### src/rtl/adc_emu_pkg.sv
package adc_emu_pkg;

    typedef enum logic [2:0] {
        FR_IDLE  = 3'd0,
        FR_LEAD  = 3'd1,
        FR_DATA  = 3'd2,
        FR_TRAIL = 3'd3,
        FR_DONE  = 3'd4
    } frame_st_t;

    typedef enum logic {
        TH_TRACK = 1'b0,
        TH_HOLD  = 1'b1
    } th_st_t;

endpackage

### src/rtl/adc_emu_edges.sv
module adc_emu_edges (
    input  logic clk,
    input  logic rst_n,
    input  logic cs_n,
    input  logic sclk,
    output logic cs_fall,
    output logic sclk_rise,
    output logic sclk_fall
);

    logic cs_q;
    logic sclk_q;

    always_ff @(posedge clk or negedge rst_n) begin
        if (!rst_n) begin
            cs_q   <= 1'b1;
            sclk_q <= 1'b0;
        end else begin
            cs_q   <= cs_n;
            sclk_q <= sclk;
        end
    end

    assign cs_fall   = cs_q & ~cs_n;
    assign sclk_rise = ~sclk_q & sclk;
    assign sclk_fall = sclk_q & ~sclk;

endmodule

### src/rtl/adc_emu_framer.sv
module adc_emu_framer
    import adc_emu_pkg::*;
#(
    parameter int RES       = 8,
    parameter int LEAD      = 4,
    parameter int FRAME_LEN = 16,
    parameter int CW        = $clog2(FRAME_LEN + 1)
) (
    input  logic            clk,
    input  logic            rst_n,
    input  logic            cs_n,
    input  logic            cs_fall,
    input  logic            sclk_fall,
    input  logic [RES-1:0]  sample_in,
    output frame_st_t       frame_st,
    output logic [CW-1:0]   bit_cnt,
    output logic [RES-1:0]  sample_q
);

    localparam int DATA_END = LEAD + RES;

    frame_st_t      st_nxt;
    logic [CW-1:0]  cnt_nxt;

    always_ff @(posedge clk or negedge rst_n) begin
        if (!rst_n) begin
            frame_st <= FR_IDLE;
            bit_cnt  <= '0;
        end else begin
            frame_st <= st_nxt;
            bit_cnt  <= cnt_nxt;
        end
    end

    always_comb begin
        st_nxt  = frame_st;
        cnt_nxt = bit_cnt;
        unique case (frame_st)
            FR_IDLE: begin
                if (cs_fall) begin
                    st_nxt  = FR_LEAD;
                    cnt_nxt = '0;
                end
            end
            FR_LEAD, FR_DATA, FR_TRAIL: begin
                if (cs_n) begin
                    st_nxt  = FR_IDLE;
                    cnt_nxt = '0;
                end else if (sclk_fall) begin
                    cnt_nxt = bit_cnt + 1'b1;
                    if (cnt_nxt == CW'(FRAME_LEN))
                        st_nxt = FR_DONE;
                    else if (cnt_nxt == CW'(DATA_END))
                        st_nxt = FR_TRAIL;
                    else if (cnt_nxt == CW'(LEAD))
                        st_nxt = FR_DATA;
                end
            end
            FR_DONE: begin
                if (cs_n) begin
                    st_nxt  = FR_IDLE;
                    cnt_nxt = '0;
                end
            end
            default: begin
                st_nxt  = FR_IDLE;
                cnt_nxt = '0;
            end
        endcase
    end

    always_ff @(posedge clk or negedge rst_n) begin
        if (!rst_n)
            sample_q <= '0;
        else if (cs_fall && frame_st == FR_IDLE)
            sample_q <= sample_in;
    end

    a_r6_sample_held: assert property (@(posedge clk) disable iff (!rst_n)
        (frame_st != FR_IDLE) |=> $stable(sample_q));

    a_r3_data_window: assert property (@(posedge clk) disable iff (!rst_n)
        (frame_st == FR_DATA) |-> (bit_cnt >= CW'(LEAD) && bit_cnt < CW'(DATA_END)));

    a_r4_count_limit: assert property (@(posedge clk) disable iff (!rst_n)
        bit_cnt <= CW'(FRAME_LEN));

endmodule

### src/rtl/adc_emu_bitsel.sv
module adc_emu_bitsel
    import adc_emu_pkg::*;
#(
    parameter int RES  = 8,
    parameter int LEAD = 4,
    parameter int CW   = 5
) (
    input  logic            cs_n,
    input  logic            cs_fall,
    input  frame_st_t       frame_st,
    input  logic [CW-1:0]   bit_cnt,
    input  logic [RES-1:0]  sample_q,
    output logic            sdo,
    output logic            sdo_oe
);

    logic [RES-1:0] bit_hit;

    for (genvar gi = 0; gi < RES; gi++) begin : g_pos
        assign bit_hit[gi] = (bit_cnt == CW'(LEAD + RES - 1 - gi));
    end

    always_comb begin
        unique case (frame_st)
            FR_IDLE:                    sdo_oe = ~cs_n & cs_fall;
            FR_LEAD, FR_DATA, FR_TRAIL: sdo_oe = ~cs_n;
            FR_DONE:                    sdo_oe = 1'b0;
            default:                    sdo_oe = 1'b0;
        endcase
        sdo = (frame_st == FR_DATA) ? |(bit_hit & sample_q) : 1'b0;
    end

endmodule

### src/rtl/adc_emu_trackhold.sv
module adc_emu_trackhold
    import adc_emu_pkg::*;
#(
    parameter int TRACK_EDGE = 11,
    parameter int RW         = $clog2(TRACK_EDGE + 1)
) (
    input  logic clk,
    input  logic rst_n,
    input  logic cs_n,
    input  logic cs_fall,
    input  logic sclk_rise,
    output logic hold
);

    th_st_t         th_st, th_nxt;
    logic [RW-1:0]  rise_cnt, rise_nxt;

    always_ff @(posedge clk or negedge rst_n) begin
        if (!rst_n) begin
            th_st    <= TH_TRACK;
            rise_cnt <= '0;
        end else begin
            th_st    <= th_nxt;
            rise_cnt <= rise_nxt;
        end
    end

    always_comb begin
        th_nxt   = th_st;
        rise_nxt = rise_cnt;
        unique case (th_st)
            TH_TRACK: begin
                if (cs_fall) begin
                    th_nxt   = TH_HOLD;
                    rise_nxt = '0;
                end
            end
            TH_HOLD: begin
                if (cs_n) begin
                    th_nxt   = TH_TRACK;
                    rise_nxt = '0;
                end else if (sclk_rise) begin
                    rise_nxt = rise_cnt + 1'b1;
                    if (rise_nxt == RW'(TRACK_EDGE))
                        th_nxt = TH_TRACK;
                end
            end
            default: th_nxt = TH_TRACK;
        endcase
    end

    assign hold = (th_st == TH_HOLD);

    a_r8_hold_on_select: assert property (@(posedge clk) disable iff (!rst_n)
        cs_fall |=> hold);

    a_r5_release_on_abort: assert property (@(posedge clk) disable iff (!rst_n)
        cs_n |=> !hold);

endmodule

### src/rtl/adc_serial_out_emu.sv
module adc_serial_out_emu
    import adc_emu_pkg::*;
#(
    parameter int RES       = 8,
    parameter int LEAD      = 4,
    parameter int FRAME_LEN = 16
) (
    input  logic           clk,
    input  logic           rst_n,
    input  logic           cs_n,
    input  logic           sclk,
    input  logic [RES-1:0] sample_in,
    output logic           sdo,
    output logic           sdo_oe,
    output logic           hold
);

    localparam int CW         = $clog2(FRAME_LEN + 1);
    localparam int DATA_END   = LEAD + RES;
    localparam int TRACK_EDGE = LEAD + RES - 1;

    logic           cs_fall, sclk_rise, sclk_fall;
    frame_st_t      frame_st;
    logic [CW-1:0]  bit_cnt;
    logic [RES-1:0] sample_q;

    adc_emu_edges u_edges (
        .clk       (clk),
        .rst_n     (rst_n),
        .cs_n      (cs_n),
        .sclk      (sclk),
        .cs_fall   (cs_fall),
        .sclk_rise (sclk_rise),
        .sclk_fall (sclk_fall)
    );

    adc_emu_framer #(
        .RES       (RES),
        .LEAD      (LEAD),
        .FRAME_LEN (FRAME_LEN),
        .CW        (CW)
    ) u_framer (
        .clk       (clk),
        .rst_n     (rst_n),
        .cs_n      (cs_n),
        .cs_fall   (cs_fall),
        .sclk_fall (sclk_fall),
        .sample_in (sample_in),
        .frame_st  (frame_st),
        .bit_cnt   (bit_cnt),
        .sample_q  (sample_q)
    );

    adc_emu_bitsel #(
        .RES  (RES),
        .LEAD (LEAD),
        .CW   (CW)
    ) u_bitsel (
        .cs_n     (cs_n),
        .cs_fall  (cs_fall),
        .frame_st (frame_st),
        .bit_cnt  (bit_cnt),
        .sample_q (sample_q),
        .sdo      (sdo),
        .sdo_oe   (sdo_oe)
    );

    adc_emu_trackhold #(
        .TRACK_EDGE (TRACK_EDGE)
    ) u_th (
        .clk       (clk),
        .rst_n     (rst_n),
        .cs_n      (cs_n),
        .cs_fall   (cs_fall),
        .sclk_rise (sclk_rise),
        .hold      (hold)
    );

    a_r4_quiet_when_done: assert property (@(posedge clk) disable iff (!rst_n)
        (frame_st == FR_DONE) |-> !sdo_oe);

    a_r7_quiet_deselected: assert property (@(posedge clk) disable iff (!rst_n)
        cs_n |-> !sdo_oe);

    a_r9_trailing_zero: assert property (@(posedge clk) disable iff (!rst_n)
        (sdo_oe && frame_st != FR_IDLE && bit_cnt >= CW'(DATA_END)) |-> !sdo);

    a_r2_lead_zero: assert property (@(posedge clk) disable iff (!rst_n)
        (sdo_oe && bit_cnt < CW'(LEAD)) |-> !sdo);

endmodule

### config.mk
export PLATFORM = sky130hd
export DESIGN_NAME = adc_serial_out_emu
export DESIGN_NICKNAME = d
export VERILOG_FILES = /design/src/rtl/adc_emu_pkg.sv /design/src/rtl/adc_emu_edges.sv /design/src/rtl/adc_emu_framer.sv /design/src/rtl/adc_emu_bitsel.sv /design/src/rtl/adc_emu_trackhold.sv /design/src/rtl/adc_serial_out_emu.sv
export SDC_FILE = /design/constraint.sdc
export NUM_CORES = 1
export LEC_CHECK = 0
export ABC_CLOCK_PERIOD_IN_PS = 2000
export CAP_MARGIN = 20
export CORE_ASPECT_RATIO = 0.75
export CORE_UTILIZATION = 45
export CTS_BUF_LIST = sky130_fd_sc_hd__clkbuf_8
export DETAILED_ROUTE_END_ITERATION = 8
export PLACE_DENSITY = 0.67
export SYNTH_ARGS = -nofsm -noshare
export SYNTH_HDL_FRONTEND = slang
export SYNTH_SLANG_ARGS = --single-unit
### constraint.sdc
create_clock -name clk -period 2 [get_ports clk]
set_clock_uncertainty 0.1 [all_clocks]
set_input_delay 0.2 -clock clk [delete_from_list [all_inputs] [get_ports clk]]
set_output_delay 0.2 -clock clk [all_outputs]
set_load 0.02 [all_outputs]
**Word level (Yosys, flattened, before mapping)**

Cells that the tools add are included.
W data, S select, Z words.

- Add/sub/neg operators: 2
- Multiply operators: 0
- Divide/modulo/power cells: 0
- Magnitude comparators: 0
- Equal/unequal tests: 22
- Shift operators: 0
- Mux-type cells: 24
- Bitwise operators: 9
- Reductions and logical operators: 7

Operator list:

| cell | number |
|---|---|
| $eq A5 B3 Y1 const B | 5 |
| $eq A5 B4 Y1 const B | 5 |
| $mux W3 | 7 |
| $mux W5 | 4 |
| $pmux W5 S3 | 1 |
| $mux W4 | 3 |
| $pmux W3 S3 | 1 |
| $and A8 B8 Y8 | 1 |
| $pmux W4 S2 | 1 |
| $reduce_or A8 Y1 | 1 |
| $eq A3 B2 Y1 const B | 2 |
| $ne A3 B3 Y1 const B | 2 |
| $add A5 B1 Y5 const B | 1 |
| $eq A5 B5 Y1 const B | 1 |
| $mux W1 | 5 |
| $ne A5 B5 Y1 const B | 1 |
| $add A4 B1 Y4 const B | 1 |
| $and A1 B1 Y1 | 4 |
| $eq A4 B4 Y1 const B | 1 |
| $ne A2 B2 Y1 const B | 2 |
| $not A1 Y1 | 4 |
| $pmux W1 S2 | 2 |
| $reduce_and A4 Y1 | 1 |
| $eq A3 B1 Y1 const B | 1 |
| other kinds (7) | 7 |

- Register bits after elaboration: 23
- Latch bits: 0
- Memory bits (writable): 0
- Memory bits (read-only): 0
- Word-level logic and storage cells: 71
- Memories: 0

**Depth between registers and ports, before layout**

Gate-level depths: netlist of the first run.

- Word-level depth: 8
- Mapped depth: 7
- Depth with buffers taken out: 7

**Cells and area by module**

From an unflattened synthesis of the first run, not the netlist that was laid out.

- Cell total of the unflattened synthesis: 122
- Area total of the unflattened synthesis: 1307.5 µm²

Modules (own cells, without submodules):

| module | instances | cells an instance | area an instance (µm²) | seq. area each (µm²) |
|---|---|---|---|---|
| adc_emu_framer | 1 | 78 | 843.3 | 400.4 |
| adc_emu_trackhold | 1 | 31 | 299.0 | 125.1 |
| adc_emu_bitsel | 1 | 8 | 92.6 | 0.0 |
| adc_emu_edges | 1 | 5 | 72.6 | 51.3 |

**Worst setup path before layout of the first run**

Ideal clock, no wire load.

- Path kind: flip-flop to output port
- Start point: register u_framer.bit_cnt[0]
- End point: output sdo
- Arrival time: 1826 ps
- Slack: -126 ps
- Cell stages (with the launch flop): 7
- Path buffers: 0
- Cells stage by stage: dfrtp_1 -> ha_1 -> a22o_1 -> a221oi_1 -> nor3b_1 -> a21oi_1 -> nor4b_1

- Word-level cells in the longest chain between the ends: 4
- Elaborated cells between the ends (all ways): 11
- Those cells by class: 8 x eq/ne; 1 x mux; 1 x bitwise; 1 x reduce/logical

Ends and longest elaborated chain:

| item | RTL line | RTL |
|---|---|---|
| start: declaration | adc_emu_framer.sv:16 | `output logic [CW-1:0] bit_cnt,` |
| start signal: assignment | adc_emu_framer.sv:31 | `bit_cnt <= cnt_nxt;` |
| $eq A5 B4 Y1 / $eq A5 B3 Y1 (equally long branches) | adc_emu_bitsel.sv:20 | `assign bit_hit[gi] = (bit_cnt == CW'(LEAD + RES - 1 - gi));` |
| $and A8 B8 Y8 * | adc_emu_bitsel.sv:30 | `sdo = (frame_st == FR_DATA) ? \|(bit_hit & sample_q) : 1'b0;` |
| $reduce_or A8 Y1 * | adc_emu_bitsel.sv:30 |  |
| $mux W1 * | adc_emu_bitsel.sv:30 |  |
| end: declaration | adc_serial_out_emu.sv:13 | `output logic sdo,` |

Every way passes the cells marked *; elsewhere a longest branch is shown, timed or not.

**Worst setup path after layout of the first run**

Ends and elaborated chain as after synthesis.

==> results.md, run 1 <==
* Synth warn at 0
* Clock latency on the worst-skew pair at 270 ps
* Num CTS Buffers at 3
* Family with the most delay on the worst path: compound AO/OA/AOI/OAI gates
* Pins Over Slew Limit at 0
* Post-layout util at 0.661
* Port Buf Inserts at 14
* Filler instances at 212
* Maxcap violations at 0
* Clock slew at reported path FFs at 80 ps
* Tmin final at 2130 ps
* Failing checks: negative setup slack
* CP cell instances: ha_2 > a22o_1 > a221oi_2 > nor3b_2 > a21oi_2 > nor4b_2 > buf_4
* Gpl congestion at 0.861
* Commonest non-fill, non-tap cell in the layout: dfrtp_1
* Chip width at 62.3 um
* Pin count of the biggest net entering global routing at 24
* Worst Path Class, Setup: reg -> out
* Residual DRC at 0
* CP Launch Type: flip-flop
* Drt wl/cell at 14.9 um
* Gate power share at 0.413
* Setup_tns at -131 ps
* CTS max path bufs at 2
* Seq cells post-synth at 23
* Worst-Margin Slew at 372 ps
* CP Capture Type: output port
* Slowest Stage Delay on Critical Path at 440 ps
* DR vias/cell at 5.56
* Layout Area Growth over Synthesis at 31.4%
* Critical path peak fanout at 4
* H-tree levels at 1
* Total Power at 1.68 mW
* Clk pwr share at 0.173
* Most frequent cells in the layout: dfrtp_1 (21), buf_4 (19), clkdlybuf4s50_1 (12)
* Max IR drop VDD at 638 uV
* Half-perimeter wire length after placement at 2120 um
* Slowest-stage cell, CP: dfrtp_1
* Max Fclk at 469 MHz
* RSZ-0062 raised after global routing: true
* Initial core utilization at 0.503
* Hold WC Path Type: in -> async
* # IOs at 15
* Antenna Violating Nets Remaining at 0
* TritonCTS clock tree: yes
* Fin worst setup slack at -131 ps
* EDFF count, synth at 0
* Cell taking the most area after synthesis: dfrtp_1
* CP Buf/Inv Count at 1
* P_leak at 0.698 nW
* Clk sinks at 23
* Final Hold Fails at 0
* Initial antenna violation count at 0
* Worst reg2reg path endpoint: u_framer.bit_cnt[4]
* Synth area leaders: dfrtp_1 (45%), mux2_2 (7.3%), ha_1 (6.1%)
* First-pass detailed-route iteration total at 4
* Total gr overflow at 0
* Via Count at 1045
* Syn Nets at 139
* Critical Path Source: u_framer.bit_cnt[0]
* Hold Worst Slack at 180 ps
* Root Driver: clkbuf_8
* Synthesized area at 1230 um2
* Setup Viol. Count Final at 1
* Status: finished, violations left
* Tot GR Track Use at 0.207
* Arr. time, crit path at 1830 ps
* Tcrit/Tclk final at 1.07
* Pre-CTS WS at -375 ps
* Layout cell share with drive strength beyond 1 at 0.292
* Slew HR at 0.751
* Detailed router's first-iteration violation count at 104
* Critical Path RT at 1700 ps
* Yosys cell types at 37
* Sw Pwr at 0.581 mW
* Reg2reg setup slack at 140 ps
* Post-synthesis sequential area ratio at 0.470
* Die Height at 47.2 um
* Post-synth top area share at 0.449
* Layout Nets at 173
* Global-route wire length before repair at 4550 um
* Vias in the first global route at 1000
* Rows at 15
* Post-synthesis average cell area at 10.1 um2
* Mapped Cells at 121
* Die ar. at 2940 um2
* Antenna cells at 0
* Sw frac at 0.346
* Core ar. at 2440 um2
* Reg2Reg Depth at 5
* Most used DFF post-synth: dfrtp_1
* P_int at 1.10 mW
* Worst reg2reg startpoint: u_framer.frame_st[1]
* Flop pwr share at 0.414
* Routed WL at 2790 um
* Cell Pwr Density at 1040 nW/um2
* Post-synth ARST share at 1.00
## stage by stage
step           instances  area, um2
2_1_floorplan        121       1230
3_3_place_gp         184       1540
3_5_place_dp         184       1540
4_1_cts              188       1590
5_1_grt              188       1610
6_report             188       1610
## cell usage after synthesis (5+ instances only)
library cell / count
ha_1: 6
o21ai_0: 7
mux2_2: 8
dfrtp_1: 22
nand2_1: 11
nor2_1: 6
inv_1: 7
a21oi_1: 5
nand2b_1: 5
nand3_1: 8
## how the worst max path moves through the flow
stage                     slack, ps  depth (start not counted)  endpoint
after floorplan                 130                          6       sdo
after global placement         -220                          8       sdo
after detailed placement       -370                          8       sdo
after CTS                      -160                          8       sdo
after global routing           -200                          7       sdo
final                          -130                          7       sdo
## cell type report
cell class,count,area (um2),area share
inverter,7,26.3,0.0163
clock inverter,1,5.00,0.00311
sequential,23,578,0.359
tap,34,42.5,0.0264
timing repair buffer,32,272,0.168
clock buffer,3,41.3,0.0256
multi-input combinational,88,647,0.401
## flip-flops by register name, indices dropped and copies added, names as in the netlist
| register | cells |
|---|---|
| u_framer.frame_st | 3 |
| u_th.rise_cnt | 4 |
| u_edges.cs_q | 1 |
| u_framer.bit_cnt | 5 |
| u_edges.sclk_q | 1 |
| u_framer.sample_q | 8 |
| u_th.hold | 1 |
## what timing repair did
action,CTS,global route
endpoints found under the setup margin,2,1
pin swaps,0,4
hold buffers,0,0
resized for setup,12,5
cloned,0,0
endpoints found under the hold margin,0,0
buffers inserted,0,0
## cell families after synthesis
logic type,count (synthesis),synth area share
muxes,9,0.0816
DFF,23,0.470
buffers and inverters,10,0.0337
xor gates and xnor gates,2,0.0143
AOI/OAI and AO/OA,27,0.147
and+or+nand+nor,44,0.192
adders and majority gates,6,0.0612
## power by group through the flow
stage	combinational (mW)	clock [mW]	sequential (mW)
2_1_floorplan	0.375	0	0.666
6_report	0.693	0.289	0.694
3_5_place_dp	0.648	0	0.688
3_3_place_gp	0.616	0	0.685
4_1_cts	0.667	0.295	0.691
5_1_grt	0.762	0.310	0.707
## per-layer routing
metal | track usage | part of all wire
met4 | 0.0558 | 0.013
met2 | 0.369 | 0.47
met3 | 0.0485 | 0.052
met5 | 0 | 0
met1 | 0.262 | 0.46
Note: power is estimated with default switching activity, not from simulation.
==> run 2: changes to the inputs <==
Settings changed: REMOVE_ABC_BUFFERS set to 1.
==> run 2 against run 1 <==
Compared with the run above: global-route usage fell by 1.3 points; worst hold slack got worse by 58 ps; register-to-register slack is essentially flat; combinational power decreased by 3.8%; the run still ends with negative setup slack left; routed wire length fell by 12%; clock power barely moved; power down 2.2%; critical path depth increased by 1; largest cell class unchanged; via count shrank 4.4%; die area unchanged; cell area fell by 1.7%; final cell count fell by 0.53%.
==> results.md, run 2 (synthesis gave the netlist of run 1 again) <==
* Status: finished, violations left
* Failing checks: negative setup slack
* Initial core utilization at 0.503
* Layout cell share with drive strength beyond 1 at 0.261
* Total gr overflow at 0
* Most frequent cells in the layout: dfrtp_1 (21), buf_4 (17), clkdlybuf4s50_1 (12)
* Layout Nets at 172
* Pre-CTS WS at -272 ps
* Vias in the first global route at 901
* Top Registers: u_framer.sample_q x8, u_framer.bit_cnt x5, u_th.rise_cnt x4
* H-tree levels at 1
* Num CTS Buffers at 3
* Clock slew at reported path FFs at 90 ps
* Routed WL at 2470 um
* Clock latency on the worst-skew pair at 260 ps
* Max reg flops at 8
* DP Cell Count at 181
* Drt wl/cell at 13.2 um
* CP Launch Type: flip-flop
* Via Count at 999
* Post-route insts no fill at 187
* Pins Over Slew Limit at 0
* Setup Viol. Count Final at 1
* First-pass detailed-route iteration total at 4
* Most flops, register: u_framer.sample_q
* Rows at 15
* Arr. time, crit path at 1760 ps
* Max IR drop VDD at 602 uV
* Initial antenna violation count at 0
* Slew HR at 0.729
* Gpl congestion at 0.809
* Total Power at 1.64 mW
* Chip width at 62.3 um
* Final Hold Fails at 0
* Layout Area Growth over Synthesis at 29.2%
* Pin count of the biggest net entering global routing at 16
* Detailed router's first-iteration violation count at 37
* Die ar. at 2940 um2
* Tcrit/Tclk final at 1.03
* Antenna Violating Nets Remaining at 0
* Port Buf Inserts at 14
* Tmin final at 2060 ps
* Core ar. at 2440 um2
* Global-route wire length before repair at 4170 um
* Placed instance area at 1510 um2
* Cell area after layout at 1580 um2
* Fin worst setup slack at -55.2 ps
* P_leak at 0.691 nW
* Commonest non-fill, non-tap cell in the layout: dfrtp_1
* Worst Path Class, Setup: reg -> out
* RSZ-0062 raised after global routing: true
* CP Capture Type: output port
* Worst-Margin Slew at 405 ps
* Maxcap violations at 0
* CTS max path bufs at 2
* Root Driver: clkbuf_8
* Antenna cells at 0
* Die Height at 47.2 um
* Cell Pwr Density at 1030 nW/um2
* Tot GR Track Use at 0.193
* Hold Worst Slack at 122 ps
* Hold_buf cts at 0
* # IOs at 15
* Half-perimeter wire length after placement at 1890 um
* Critical Path RT at 1700 ps
* TritonCTS clock tree: yes
* Clk sinks at 23
* Max Fclk at 487 MHz
* Residual DRC at 0
* Hold WC Path Type: in -> async
* Critical path peak fanout at 4
* DR vias/cell at 5.34
run 2: cell types whose count changed in the layout (fill, tap and decap cells not counted), sizes merged:
cell,before,now
buf,19,18
run 2: layout make-up:
| class | count | area (um2) |
|---|---|---|
| clock inverter | 1 | 5.00 |
| timing repair buffer | 31 | 262 |
| sequential | 23 | 578 |
| fill | 203 | 856 |
| multi-input combinational | 88 | 629 |
| clock buffer | 3 | 41.3 |
| inverter | 7 | 26.3 |
| tap | 34 | 42.5 |
run 2: final timing paths:
kind	slack, ps	cells past startpoint	start	end
setup / recovery	-60	8	u_framer.bit_cnt[0]	sdo
hold / removal	120	1	rst_n	u_th.hold
min in group clk	320	1	sclk	u_edges.sclk_q
max in group asynchronous	1140	2	rst_n	u_framer.bit_cnt[3]
hold reg to reg	420	1	u_framer.sample_q[6]	u_framer.sample_q[6]
setup reg to reg	130	5	u_framer.frame_st[2]	u_framer.bit_cnt[3]
run 2: repair_timing:
item,in CTS,in global routing
pin swaps,0,0
endpoints found under the hold margin,0,0
endpoints found under the setup margin,2,1
gates cloned,0,0
setup buffers,0,2
gates resized for setup,10,3
run 2: critical path: stages (launching register included):
cell	delay, ps
dfrtp_1	420
inv_2	100
ha_4	140
a22o_1	130
a221oi_2	40
nor3b_1	180
a21oi_1	60
nor4b_1	210
buf_2	210
run 2: where the power goes:
| part | switching [mW] | leakage [nW] | internal, mW | total (mW) |
|---|---|---|---|---|
| sequential | 0.0993 | 0.292 | 0.586 | 0.685 |
| combinational | 0.299 | 0.373 | 0.368 | 0.667 |
| clock | 0.148 | 0.0255 | 0.139 | 0.287 |
run 2: layer usage:
metal	wire (um)	part of all wire	up-vias	global-route usage
met3	102	0.041	2	0.0534
met4	7	0.0028	0	0.0419
met5	0	0	-	0
li1	-	-	504	-
met2	1100	0.45	18	0.332
met1	1260	0.51	475	0.253
run 2: per-stage QoR:
stage	setup TNS (ps)	utilization
global placement	-655	0.617
CTS	-101	0.635
finish	-55.2	0.649
floorplan	-126	-
global route	-196	0.649
detailed placement	-634	0.617
==> run 3: changes to the inputs <==
Settings changed: SLEW_MARGIN set to 0.
==> results of run 3 <==
Same layout as run 2: the final DEF is identical, and so are final timing and power.
